==> src/rtl/csa7_pkg.sv <==
package csa7_pkg;
  localparam int N_OPS  = 7;  // operands summed per set
  localparam int N_LVL  = 4;  // carry-save levels from 7 vectors to 2
  localparam int GROWTH = 3;  // extra result bits: 7*(2^W-1) < 2^(W+3)
endpackage

==> src/rtl/csa7_row.sv <==
// One 3:2 reduction row: a full adder per column, carries moved up by one.
module csa7_row #(
  parameter int DW = 11
) (
  input  logic [DW-1:0] x,
  input  logic [DW-1:0] y,
  input  logic [DW-1:0] z,
  output logic [DW-1:0] s,
  output logic [DW-1:0] c
);
  logic [DW-1:0] maj;

  for (genvar b = 0; b < DW; b++) begin : g_fa
    assign s[b]   = x[b] ^ y[b] ^ z[b];
    assign maj[b] = (x[b] & y[b]) | (x[b] & z[b]) | (y[b] & z[b]);
  end

  // the lowest column receives a zero so columns stay aligned
  assign c = {maj[DW-2:0], 1'b0};
endmodule

==> src/rtl/csa7_stage.sv <==
// Optional register slice carrying a valid bit; freezes when en is low.
module csa7_stage #(
  parameter int DW  = 8,
  parameter bit REG = 1'b1
) (
  input  logic          clk,
  input  logic          rst_n,
  input  logic          en,
  input  logic          vi,
  input  logic [DW-1:0] di,
  output logic          vo,
  output logic [DW-1:0] dout
);
  if (REG) begin : g_reg
    logic          v_q;
    logic [DW-1:0] d_q;
    always_ff @(posedge clk or negedge rst_n) begin
      if (!rst_n) begin
        v_q <= 1'b0;
        d_q <= '0;
      end else if (en) begin
        v_q <= vi;
        if (vi) d_q <= di;
      end
    end
    assign vo   = v_q;
    assign dout = d_q;
  end else begin : g_wire
    assign vo   = vi;
    assign dout = di;
  end
endmodule

==> src/rtl/csa7_merge.sv <==
// Final carry-propagate adder joining the sum and carry vectors.
module csa7_merge #(
  parameter int DW = 11
) (
  input  logic [DW-1:0] a,
  input  logic [DW-1:0] b,
  output logic [DW-1:0] sum
);
  assign sum = a + b;
endmodule

==> src/rtl/csa7_tree_add.sv <==
module csa7_tree_add
  import csa7_pkg::*;
#(
  parameter int W    = 8,
  parameter bit PIPE = 1'b1
) (
  input  logic               clk,
  input  logic               rst_n,
  input  logic               in_valid,
  output logic               in_ready,
  input  logic [N_OPS*W-1:0] in_ops,
  output logic               out_valid,
  input  logic               out_ready,
  output logic [W+GROWTH-1:0] out_sum
);
  localparam int OW = W + GROWTH;

  logic en;
  assign en       = !out_valid || out_ready;
  assign in_ready = en;

  // operand unpack, zero-extended to the result width
  logic [N_OPS-1:0][OW-1:0] op;
  for (genvar i = 0; i < N_OPS; i++) begin : g_op
    assign op[i] = {{GROWTH{1'b0}}, in_ops[i*W +: W]};
  end

  // level 1: 7 -> 5
  logic [OW-1:0] s1a, c1a, s1b, c1b;
  logic [4:0][OW-1:0] d1, q1;
  logic v1;
  csa7_row #(.DW(OW)) u_r1a (.x(op[0]), .y(op[1]), .z(op[2]), .s(s1a), .c(c1a));
  csa7_row #(.DW(OW)) u_r1b (.x(op[3]), .y(op[4]), .z(op[5]), .s(s1b), .c(c1b));
  assign d1 = {op[6], c1b, s1b, c1a, s1a};
  csa7_stage #(.DW(5*OW), .REG(PIPE)) u_st1 (
    .clk(clk), .rst_n(rst_n), .en(en), .vi(in_valid), .di(d1), .vo(v1), .dout(q1));

  // level 2: 5 -> 4
  logic [OW-1:0] s2, c2;
  logic [3:0][OW-1:0] d2, q2;
  logic v2;
  csa7_row #(.DW(OW)) u_r2 (.x(q1[0]), .y(q1[1]), .z(q1[2]), .s(s2), .c(c2));
  assign d2 = {q1[4], q1[3], c2, s2};
  csa7_stage #(.DW(4*OW), .REG(PIPE)) u_st2 (
    .clk(clk), .rst_n(rst_n), .en(en), .vi(v1), .di(d2), .vo(v2), .dout(q2));

  // level 3: 4 -> 3
  logic [OW-1:0] s3, c3;
  logic [2:0][OW-1:0] d3, q3;
  logic v3;
  csa7_row #(.DW(OW)) u_r3 (.x(q2[0]), .y(q2[1]), .z(q2[2]), .s(s3), .c(c3));
  assign d3 = {q2[3], c3, s3};
  csa7_stage #(.DW(3*OW), .REG(PIPE)) u_st3 (
    .clk(clk), .rst_n(rst_n), .en(en), .vi(v2), .di(d3), .vo(v3), .dout(q3));

  // level 4: 3 -> 2
  logic [OW-1:0] s4, c4;
  logic [1:0][OW-1:0] d4, q4;
  logic v4;
  csa7_row #(.DW(OW)) u_r4 (.x(q3[0]), .y(q3[1]), .z(q3[2]), .s(s4), .c(c4));
  assign d4 = {c4, s4};
  csa7_stage #(.DW(2*OW), .REG(PIPE)) u_st4 (
    .clk(clk), .rst_n(rst_n), .en(en), .vi(v3), .di(d4), .vo(v4), .dout(q4));

  // merge and output register
  logic [OW-1:0] merged;
  csa7_merge #(.DW(OW)) u_merge (.a(q4[0]), .b(q4[1]), .sum(merged));
  csa7_stage #(.DW(OW), .REG(1'b1)) u_out (
    .clk(clk), .rst_n(rst_n), .en(en), .vi(v4), .di(merged), .vo(out_valid), .dout(out_sum));
endmodule

==> config.mk <==
export PLATFORM = sky130hd
export DESIGN_NAME = csa7_tree_add
export DESIGN_NICKNAME = d
export VERILOG_FILES = /design/src/rtl/csa7_pkg.sv /design/src/rtl/csa7_row.sv /design/src/rtl/csa7_stage.sv /design/src/rtl/csa7_merge.sv /design/src/rtl/csa7_tree_add.sv
export SDC_FILE = /design/constraint.sdc
export NUM_CORES = 1
export LEC_CHECK = 0
export ABC_CLOCK_PERIOD_IN_PS = 2070
export BUFFER_PORTS_ARGS = -buffer_cell sky130_fd_sc_hd__buf_2
export CAP_MARGIN = 20
export CORE_ASPECT_RATIO = 2
export CORE_MARGIN = 8
export CORE_UTILIZATION = 30
export CTS_CLUSTER_DIAMETER = 50
export CTS_CLUSTER_SIZE = 28
export DETAILED_ROUTE_END_ITERATION = 8
export GPL_TIMING_DRIVEN = 0
export HOLD_SLACK_MARGIN = 0.05
export PLACE_DENSITY = 0.43
export SLEW_MARGIN = 20
export SYNTH_ARGS = -nofsm -noshare
export SYNTH_HDL_FRONTEND = slang
export SYNTH_SLANG_ARGS = --single-unit
==> constraint.sdc <==
create_clock -name clk -period 2.07 [get_ports clk]
set_input_delay 0.414 -clock clk [delete_from_list [all_inputs] [get_ports clk]]
set_output_delay 0.414 -clock clk [all_outputs]
set_load 0.05 [all_outputs]
**Yosys cells after proc, flatten, opt, wreduce, memory -nomap -nowiden**

Index checks and enable logic that the tools add are counted.

- Reductions and logical operators: 7
- Divide/modulo/power cells: 0
- Equal/unequal tests: 0
- Order comparisons: 0
- Multiplexer cells: 0
- Shift operators: 0
- Add/subtract/negate cells: 1
- $mul: 0
- Bitwise gates (word level): 267

Operators by type and width:

| cell | count |
|---|---|
| $and A1 B1 Y1 | 115 |
| $xor A1 B1 Y1 | 78 |
| $or A1 B1 Y1 | 74 |
| $add A11 B10 Y11 | 1 |
| $reduce_and A2 Y1 | 5 |
| $logic_not A1 Y1 | 1 |
| $logic_or A1 B1 Y1 | 1 |

- Memory bits (writable): 0
- Memories: 0
- Bits in latches: 0
- Output and inout bits: 13
- Memory bits (read-only): 0
- Bits in registers: 134
- Input port bits: 60
- Logic and storage cells: 285

**Longest topological paths before layout**

Gate-level depths: netlist (run 1).

- Depth after elaboration: 3
- Gate-level depth with buffers: 8
- Gate-level depth less buffers: 8

**Modules after synthesis**

From an unflattened synthesis (run 1), not the netlist that was laid out.

- Cells, all modules: 495
- Area total of the unflattened synthesis: 8514.4 µm²

By module, submodules not included:

| module | area each (µm²) | cells an instance | sequential area each (µm²) | times used |
|---|---|---|---|---|
| csa7_stage (u_st1) | 2240.9 | 120 | 1401.3 | 1 |
| csa7_stage (u_st2) | 1833.0 | 96 | 1126.1 | 1 |
| csa7_stage (u_st3) | 1385.1 | 73 | 850.8 | 1 |
| csa7_row | 235.2 | 13 | 0.0 | 5 |
| csa7_stage (u_st4) | 932.1 | 50 | 575.6 | 1 |
| csa7_stage (u_out) | 484.2 | 27 | 300.3 | 1 |
| csa7_merge | 452.9 | 62 | 0.0 | 1 |
| csa7_tree_add | 10.0 | 2 | 0.0 | 1 |

**Worst setup path before layout (run 1)**

OpenSTA, ideal clock, no wires.

- Kind: flip-flop to flip-flop
- From: reg u_st4.g_reg.d_q[1] (netlist: u_st4.dout[1])
- To: reg u_out.g_reg.d_q[9] (netlist: u_out.dout[9])
- Library setup time: 0.092 ns
- Required time: 1.978 ns
- Setup slack: 0.290 ns
- Stages on the path, launching flop included: 9
- Buffers on the path: 0
- Arrival: 1.688 ns
- Clock period less this slack: 1.780 ns
- Cells stage by stage: dfrtp_1 ha_1 inv_1 fa_1 nand2b_1 a21oi_2 o211ai_1 and3_1 o31ai_2

- Cells in the longest elaborated chain, start to end: 1

RTL lines:

| element | RTL line | text |
|---|---|---|
| start: declaration | csa7_stage.sv:16 | `logic [DW-1:0] d_q;` |
| start signal: assignment | csa7_stage.sv:23 | `if (vi) d_q <= di;` |
| $add A11 B10 Y11 | csa7_merge.sv:9 | `assign sum = a + b;` |
| end signal: assignment | csa7_stage.sv:23 |  |
| end: declaration | csa7_stage.sv:16 |  |

No other way between the ends.
A chain may end at the register's enable or synchronous reset.

**Worst setup path after layout (run 1)**

- From: reg u_st4.g_reg.d_q[12] (netlist: u_st4.dout[12])
- To: reg u_out.g_reg.d_q[9] (netlist: u_out.dout[9])

The elaborated chain is that of the path after synthesis.

==> flow_metrics.py, run 1 <==
metrics = {
    "power": {
        "p_leak_uw": 0.00331,
        "finalPower_uw": 12500,
        "switching_share_pct": 34.8,
        "vdd_drop_max_uv": 527,
        "clockPowerShare_pct": 25.3,
        "p_sw_uw": 4370,
        "power.density_nw_per_um2": 1680,
        "combPwrFrac_pct": 37.7,
        "internal_power_uw": 8180,
        "seq_power_share_pct": 37.0,
    },
    "synth": {
        "yosys.cell_types.count": 31,
        "synthCells": 386,
        "ys_seq_area_share_pct": 54.5,
        "synth.ff_latch_count": 133,
        "syn_avg_cell_area_um2": 15.8,
        "syn_nets": 497,
        "syn_area_um2": 6110,
        "yosysWarningCount": 0,
    },
    "critical_path": {
        "cpMaxStageDelayCell": "fa_1",
        "cp.arrival_ns": 2.26,
        "worstSetupPathType": "reg2reg",
        "crit_required_ns": 2.40,
        "critical_path.max_fanout": 3,
        "crit_path_end_kind": "register",
        "crit_chain": "ha_2, inv_1, fa_1, nand2b_4, a21oi_2, o211ai_1, and3_1, o31ai_2",
        "crit_path_max_incr_delay_ns": 0.40,
        "setup.worst_path.start_class": "register",
    },
    "clock_network": {
        "htreeDepth": 4,
        "cts_root_buffer": "clkbuf_16",
        "postCtsSetupBuffers": 0,
        "numCtsBuffers": 17,
        "clk_latency_ns": 0.42,
        "clock_path_buffers": 2,
        "cts_sinks": 133,
        "cts_tree": "yes",
        "cts.clk_slew.worst_paths_ns": 0.06,
    },
    "floorplan": {
        "dieHeight_um": 218,
        "coreArea_um2": 20200,
        "rows": 74,
        "die-width_um": 117,
        "start_util_pct": 30.3,
        "die-area_um2": 25500,
        "io_pins": 73,
    },
    "route": {
        "antenna_left": 0,
        "routed_via_density": 4.38,
        "met2WireLength_um": 6940,
        "m1WireLength_um": 4980,
        "wl_met3_um": 459,
        "drc": 0,
        "top_layer_used": "met4",
        "post_drt_wl_per_cell_um": 16.5,
        "drt_wl_total_um": 12500,
        "first_iter_violations": 107,
        "route.vias.total": 3321,
        "firstDrtPassIters": 4,
    },
    "global_routing": {
        "grt_max_degree": 72,
        "grt-ovfl-total": 0,
        "grt_util_all_layers_pct": 10.9,
        "grt_pass1_vias": 3857,
        "grt_pass1_wl_um": 20600,
        "antenna_found_initial": 0,
    },
    "final_layout": {
        "area.sequential_um2": 3330,
        "diodes": 0,
        "mostFrequentLayoutCells": "dfrtp_1 (133), mux2_2 (117), buf_2 (73)",
        "layout_commonest_cell": "dfrtp_1",
        "drive_gt1_share_pct": 50.4,
        "fillers": 2015,
        "fin_nets": 590,
        "multi_input_area_um2": 2680,
        "syn_to_final_growth_pct": 22.4,
    },
    "timing": {
        "period_needed_ns": 1.94,
        "rsz0062_at_grt": "no",
        "relSlewSlack_pct": 66.7,
        "setup_violations": 0,
        "post-route-period-util_pct": 93.5,
        "tns_ns": 0,
        "whs_ns": 0.224,
        "tightest_slew_ns": 0.499,
        "slew_viol_final": 0,
        "finalHoldViolCount": 0,
        "skew_ns": 0.00767,
        "fmax_mhz": 517,
    },
    "place": {
        "globalplace.congestion": 0.679,
        "portBuffers": 72,
        "dp_hpwl_um": 9170,
    },
    "flow_run": {
        "timing.max_cap.violations": 0,
    },
    "outcome": {
        "status": "finished clean",
    },
    "worst_hold_path": {
        "hold_path_class": "in2reg",
    },
}
## state kept, by name (all words and copies together), names as in the netlist
name,flops
u_st1.dout,40
u_st2.dout,33
u_st3.dout,25
u_st4.dout,19
u_out.dout,11
u_out.vo,1
u_st1.vo,1
u_st2.vo,1
u_st3.vo,1
u_st4.vo,1
## power by group through the flow
stage / clock network [uW] / registers (uW) / logic, uW
3_5_place_dp: 0 / 4730 / 4900
6_report: 3170 / 4650 / 4730
4_1_cts: 3270 / 4690 / 4920
3_3_place_gp: 0 / 4700 / 4840
5_1_grt: 3390 / 4830 / 5320
2_1_floorplan: 0 / 4840 / 3160
## kinds of logic (layout without fill, tap and decap cells)
kind of cell | Yosys count | count (layout) | share of synthesized area [%]
flops | 133 | 133 | 54.5
simple gates | 33 | 33 | 2.76
fa+ha+maj | 51 | 51 | 15.1
mux | 119 | 119 | 21.9
buf+inv | 18 | 124 | 1.86
compound gates | 27 | 27 | 3.15
xor+xnor | 5 | 5 | 0.717
## synthesized netlist by cell type (all sizes together)
cell / count / area share [%]
xor2: 5 / 0.72
inv: 5 / 0.35
nor2b: 1 / 0.23
mux2: 119 / 22
o31ai: 3 / 0.53
ha: 13 / 2.7
dfrtp: 133 / 54
and3: 1 / 0.10
fa: 38 / 12
a211oi: 2 / 0.33
nand2: 21 / 1.6
o21ai: 7 / 0.57
o211ai: 3 / 0.37
nand4b: 1 / 0.14
nor2: 5 / 0.31
a21o: 3 / 0.39
nand2b: 4 / 0.41
buf: 13 / 1.5
a2111oi: 1 / 0.14
a21oi: 7 / 0.63
o21bai: 1 / 0.18
## path summary, 6_finish.rpt
check	startpoint	to	slack [ns]	cells after the start
worst max-delay path	u_st4.dout[12]	u_out.dout[9]	0.13	8
worst min-delay path	in_ops[54]	u_st1.dout[50]	0.22	2
worst max register to register	u_st4.dout[12]	u_out.dout[9]	0.13	8
worst min register to register	u_out.dout[4]	u_out.dout[4]	0.48	2
max in group asynchronous	rst_n	u_st2.dout[4]	0.77	3
min in group asynchronous	rst_n	u_out.dout[8]	0.56	2
## worst max-delay path, delay by kind of cell, from the launching register on
family                     cells  cell delay [ns]
buffers and inverters          1             0.06
AOI/OAI and AO/OA              3             0.45
and+or+nand+nor                2             0.38
adders and majority gates      2             0.61
DFF                            1             0.37
## layout make-up
type / count / area share [%]
plain buffers: 13 / 1.24
repair buffers: 74 / 5.45
flip-flops and latches: 133 / 44.5
well taps: 266 / 4.45
inverters: 5 / 0.284
clock inverters: 15 / 2.59
multi-input cells: 235 / 35.8
clock buffers: 17 / 5.69
## routing by layer
metal  track usage, %  vias up
met3             2.50        9
met4             4.25        0
met1             12.3     1730
met5                0        -
li1                 -     1528
met2             19.0       54
## metrics by stage
stage | util, % | cells | area, um2 | setup WS, ns
2_1_floorplan | - | 386 | 6110 | 0.290
3_3_place_gp | 33.7 | 724 | 6800 | -1.46
3_5_place_dp | 33.9 | 725 | 6840 | 0.0971
4_1_cts | 37.0 | 758 | 7470 | 0.0662
5_1_grt | 37.1 | 758 | 7480 | 0.00834
6_report | 37.1 | 758 | 7480 | 0.135
## timing repair
item | CTS | global route
hold buffers | 1 | 0
resized for setup | 0 | 2
endpoints found under the setup margin | 0 | 1
endpoints found under the hold margin | 62 | 0
(Power assumes the default switching activity.)
==> run 2, diff against run 1 <==
--- a/config.mk
+++ b/config.mk
@@ -17,6 +17,7 @@
 export GPL_TIMING_DRIVEN = 0
 export HOLD_SLACK_MARGIN = 0.05
 export PLACE_DENSITY = 0.43
+export REMOVE_ABC_BUFFERS = 1
 export SLEW_MARGIN = 20
 export SYNTH_ARGS = -nofsm -noshare
 export SYNTH_HDL_FRONTEND = slang
==> flow_metrics.py, run 2 (synthesized netlist as in run 1, its figures left out) <==
metrics = {
    "route": {
        "first_iter_violations": 114,
        "antenna_left": 0,
        "drt_wl_total_um": 10500,
        "firstDrtPassIters": 4,
        "post_drt_wl_per_cell_um": 14.1,
        "drc": 0,
        "routed_via_density": 4.37,
        "route.vias.total": 3251,
    },
    "critical_path": {
        "crit_path_end_kind": "register",
        "worstSetupPathType": "reg2reg",
        "r2r-start": "u_st4.dout[12]",
        "crit_required_ns": 2.38,
        "critical_path.max_fanout": 3,
        "setup.worst_path.start_class": "register",
        "cp.arrival_ns": 2.21,
        "startpoint": "u_st4.dout[12]",
    },
    "final_layout": {
        "syn_to_final_growth_pct": 21.6,
        "fillers": 2021,
        "fin_nets": 577,
        "postLayoutCoreUtil_pct": 36.8,
        "mostFrequentLayoutCells": "dfrtp_1 (133), mux2_2 (117), buf_2 (71)",
        "largest_register_ffs": 40,
        "diodes": 0,
        "layout_commonest_cell": "dfrtp_1",
        "final_cells": 744,
        "finish.instance_area_um2": 7430,
        "drive_gt1_share_pct": 49.0,
    },
    "floorplan": {
        "rows": 74,
        "die-width_um": 117,
        "coreArea_um2": 20200,
        "die-area_um2": 25500,
        "start_util_pct": 30.3,
        "dieHeight_um": 218,
        "io_pins": 73,
    },
    "flow_run": {
        "timing.max_cap.violations": 0,
    },
    "clock_network": {
        "cts_tree": "yes",
        "numCtsBuffers": 17,
        "htreeDepth": 4,
        "clk_latency_ns": 0.41,
        "postCtsSetupBuffers": 0,
        "clock_path_buffers": 2,
        "cts_sinks": 133,
        "cts_root_buffer": "clkbuf_16",
        "cts.clk_slew.worst_paths_ns": 0.06,
    },
    "timing": {
        "skew_ns": 0.00886,
        "period_needed_ns": 1.89,
        "post-route-period-util_pct": 91.5,
        "rsz0062_at_grt": "no",
        "tightest_slew_ns": 0.853,
        "setup_violations": 0,
        "slew_viol_final": 0,
        "finalHoldViolCount": 0,
        "fmax_mhz": 528,
        "relSlewSlack_pct": 43.0,
        "tns_ns": 0,
    },
    "worst_hold_path": {
        "hold_path_class": "in2reg",
        "min_from": "in_ops[54]",
    },
    "power": {
        "power.density_nw_per_um2": 1650,
        "p_leak_uw": 0.00327,
        "vdd_drop_max_uv": 623,
    },
    "outcome": {
        "status": "finished clean",
    },
    "place": {
        "globalplace.congestion": 0.633,
        "portBuffers": 72,
        "placed_cells": 712,
        "placed_cell_area_um2": 6750,
        "dp_hpwl_um": 7100,
    },
    "global_routing": {
        "grt_util_all_layers_pct": 9.18,
        "grt_pass1_wl_um": 18100,
        "grt-ovfl-total": 0,
        "grt_pass1_vias": 3712,
        "antenna_found_initial": 0,
        "grt_max_degree": 87,
    },
}
==> run 2: cell count changes in the layout (fill, tap and decap cells not counted), sizes merged <==
cell      change
clkbuf        +3
clkinvlp      +1
clkinv        -1
inv           -6
buf          -13
bufinv        +2
==> run 2: metal layers <==
layer	GRT usage [%]	up-vias	wire length, um	part of all wire [%]
met2	14.9	57	5290	50
li1	-	1523	-	-
met3	3.08	6	430	4.1
met1	10.9	1665	4650	44
met4	3.61	0	133	1.3
met5	0	-	0	0
==> run 2: timing repair <==
item                       4_1_cts  5_1_grt
gates resized for setup          0        3
hold endpoints to repair        47        0
hold buffers                     1        0
setup endpoints to repair        0        1
==> run 2: layout make-up <==
class	instances	area, um2	share of cell area (%)
inverter	5	21.3	0.286
sequential	133	3330	44.8
multi-input combinational	235	2690	36.1
timing repair buffer	74	408	5.49
tap	266	333	4.48
clock buffer	20	457	6.14
clock inverter	11	199	2.68
==> run 2: worst max-delay path, cell delays in order, from the launching register on <==
cell,delay (ns)
dfrtp_1,0.36
ha_2,0.21
inv_1,0.06
fa_2,0.35
nand2b_4,0.16
a21oi_2,0.17
o211ai_1,0.13
and3_1,0.21
o31ai_2,0.16
==> run 2: stage by stage <==
step                worst slack (ns)  power [uW]  hold slack, ns
global placement               -1.42        9050           0.459
CTS                           0.0544       12500           0.215
global route                  0.0252       13300           0.215
detailed placement          -0.00163        9110           0.341
floorplan                    -0.0151        7890           0.118
finish                         0.176       12200           0.236
==> run 2: power by group <==
group / internal [uW] / total, uW / switching (uW)
Sequential: 3830 / 4580 / 756
Combinational: 2230 / 4340 / 2110
Clock: 2200 / 3320 / 1110
==> run 2: worst paths after layout <==
path | cells past startpoint | end | slack (ns)
worst max-delay path | 8 | u_out.dout[9] | 0.18
worst max register to register | 8 | u_out.dout[9] | 0.18
max in group asynchronous | 3 | u_st4.dout[4] | 0.82
min in group asynchronous | 2 | u_st1.dout[29] | 0.49
worst min register to register | 2 | u_out.dout[5] | 0.47
worst min-delay path | 2 | u_st1.dout[50] | 0.24
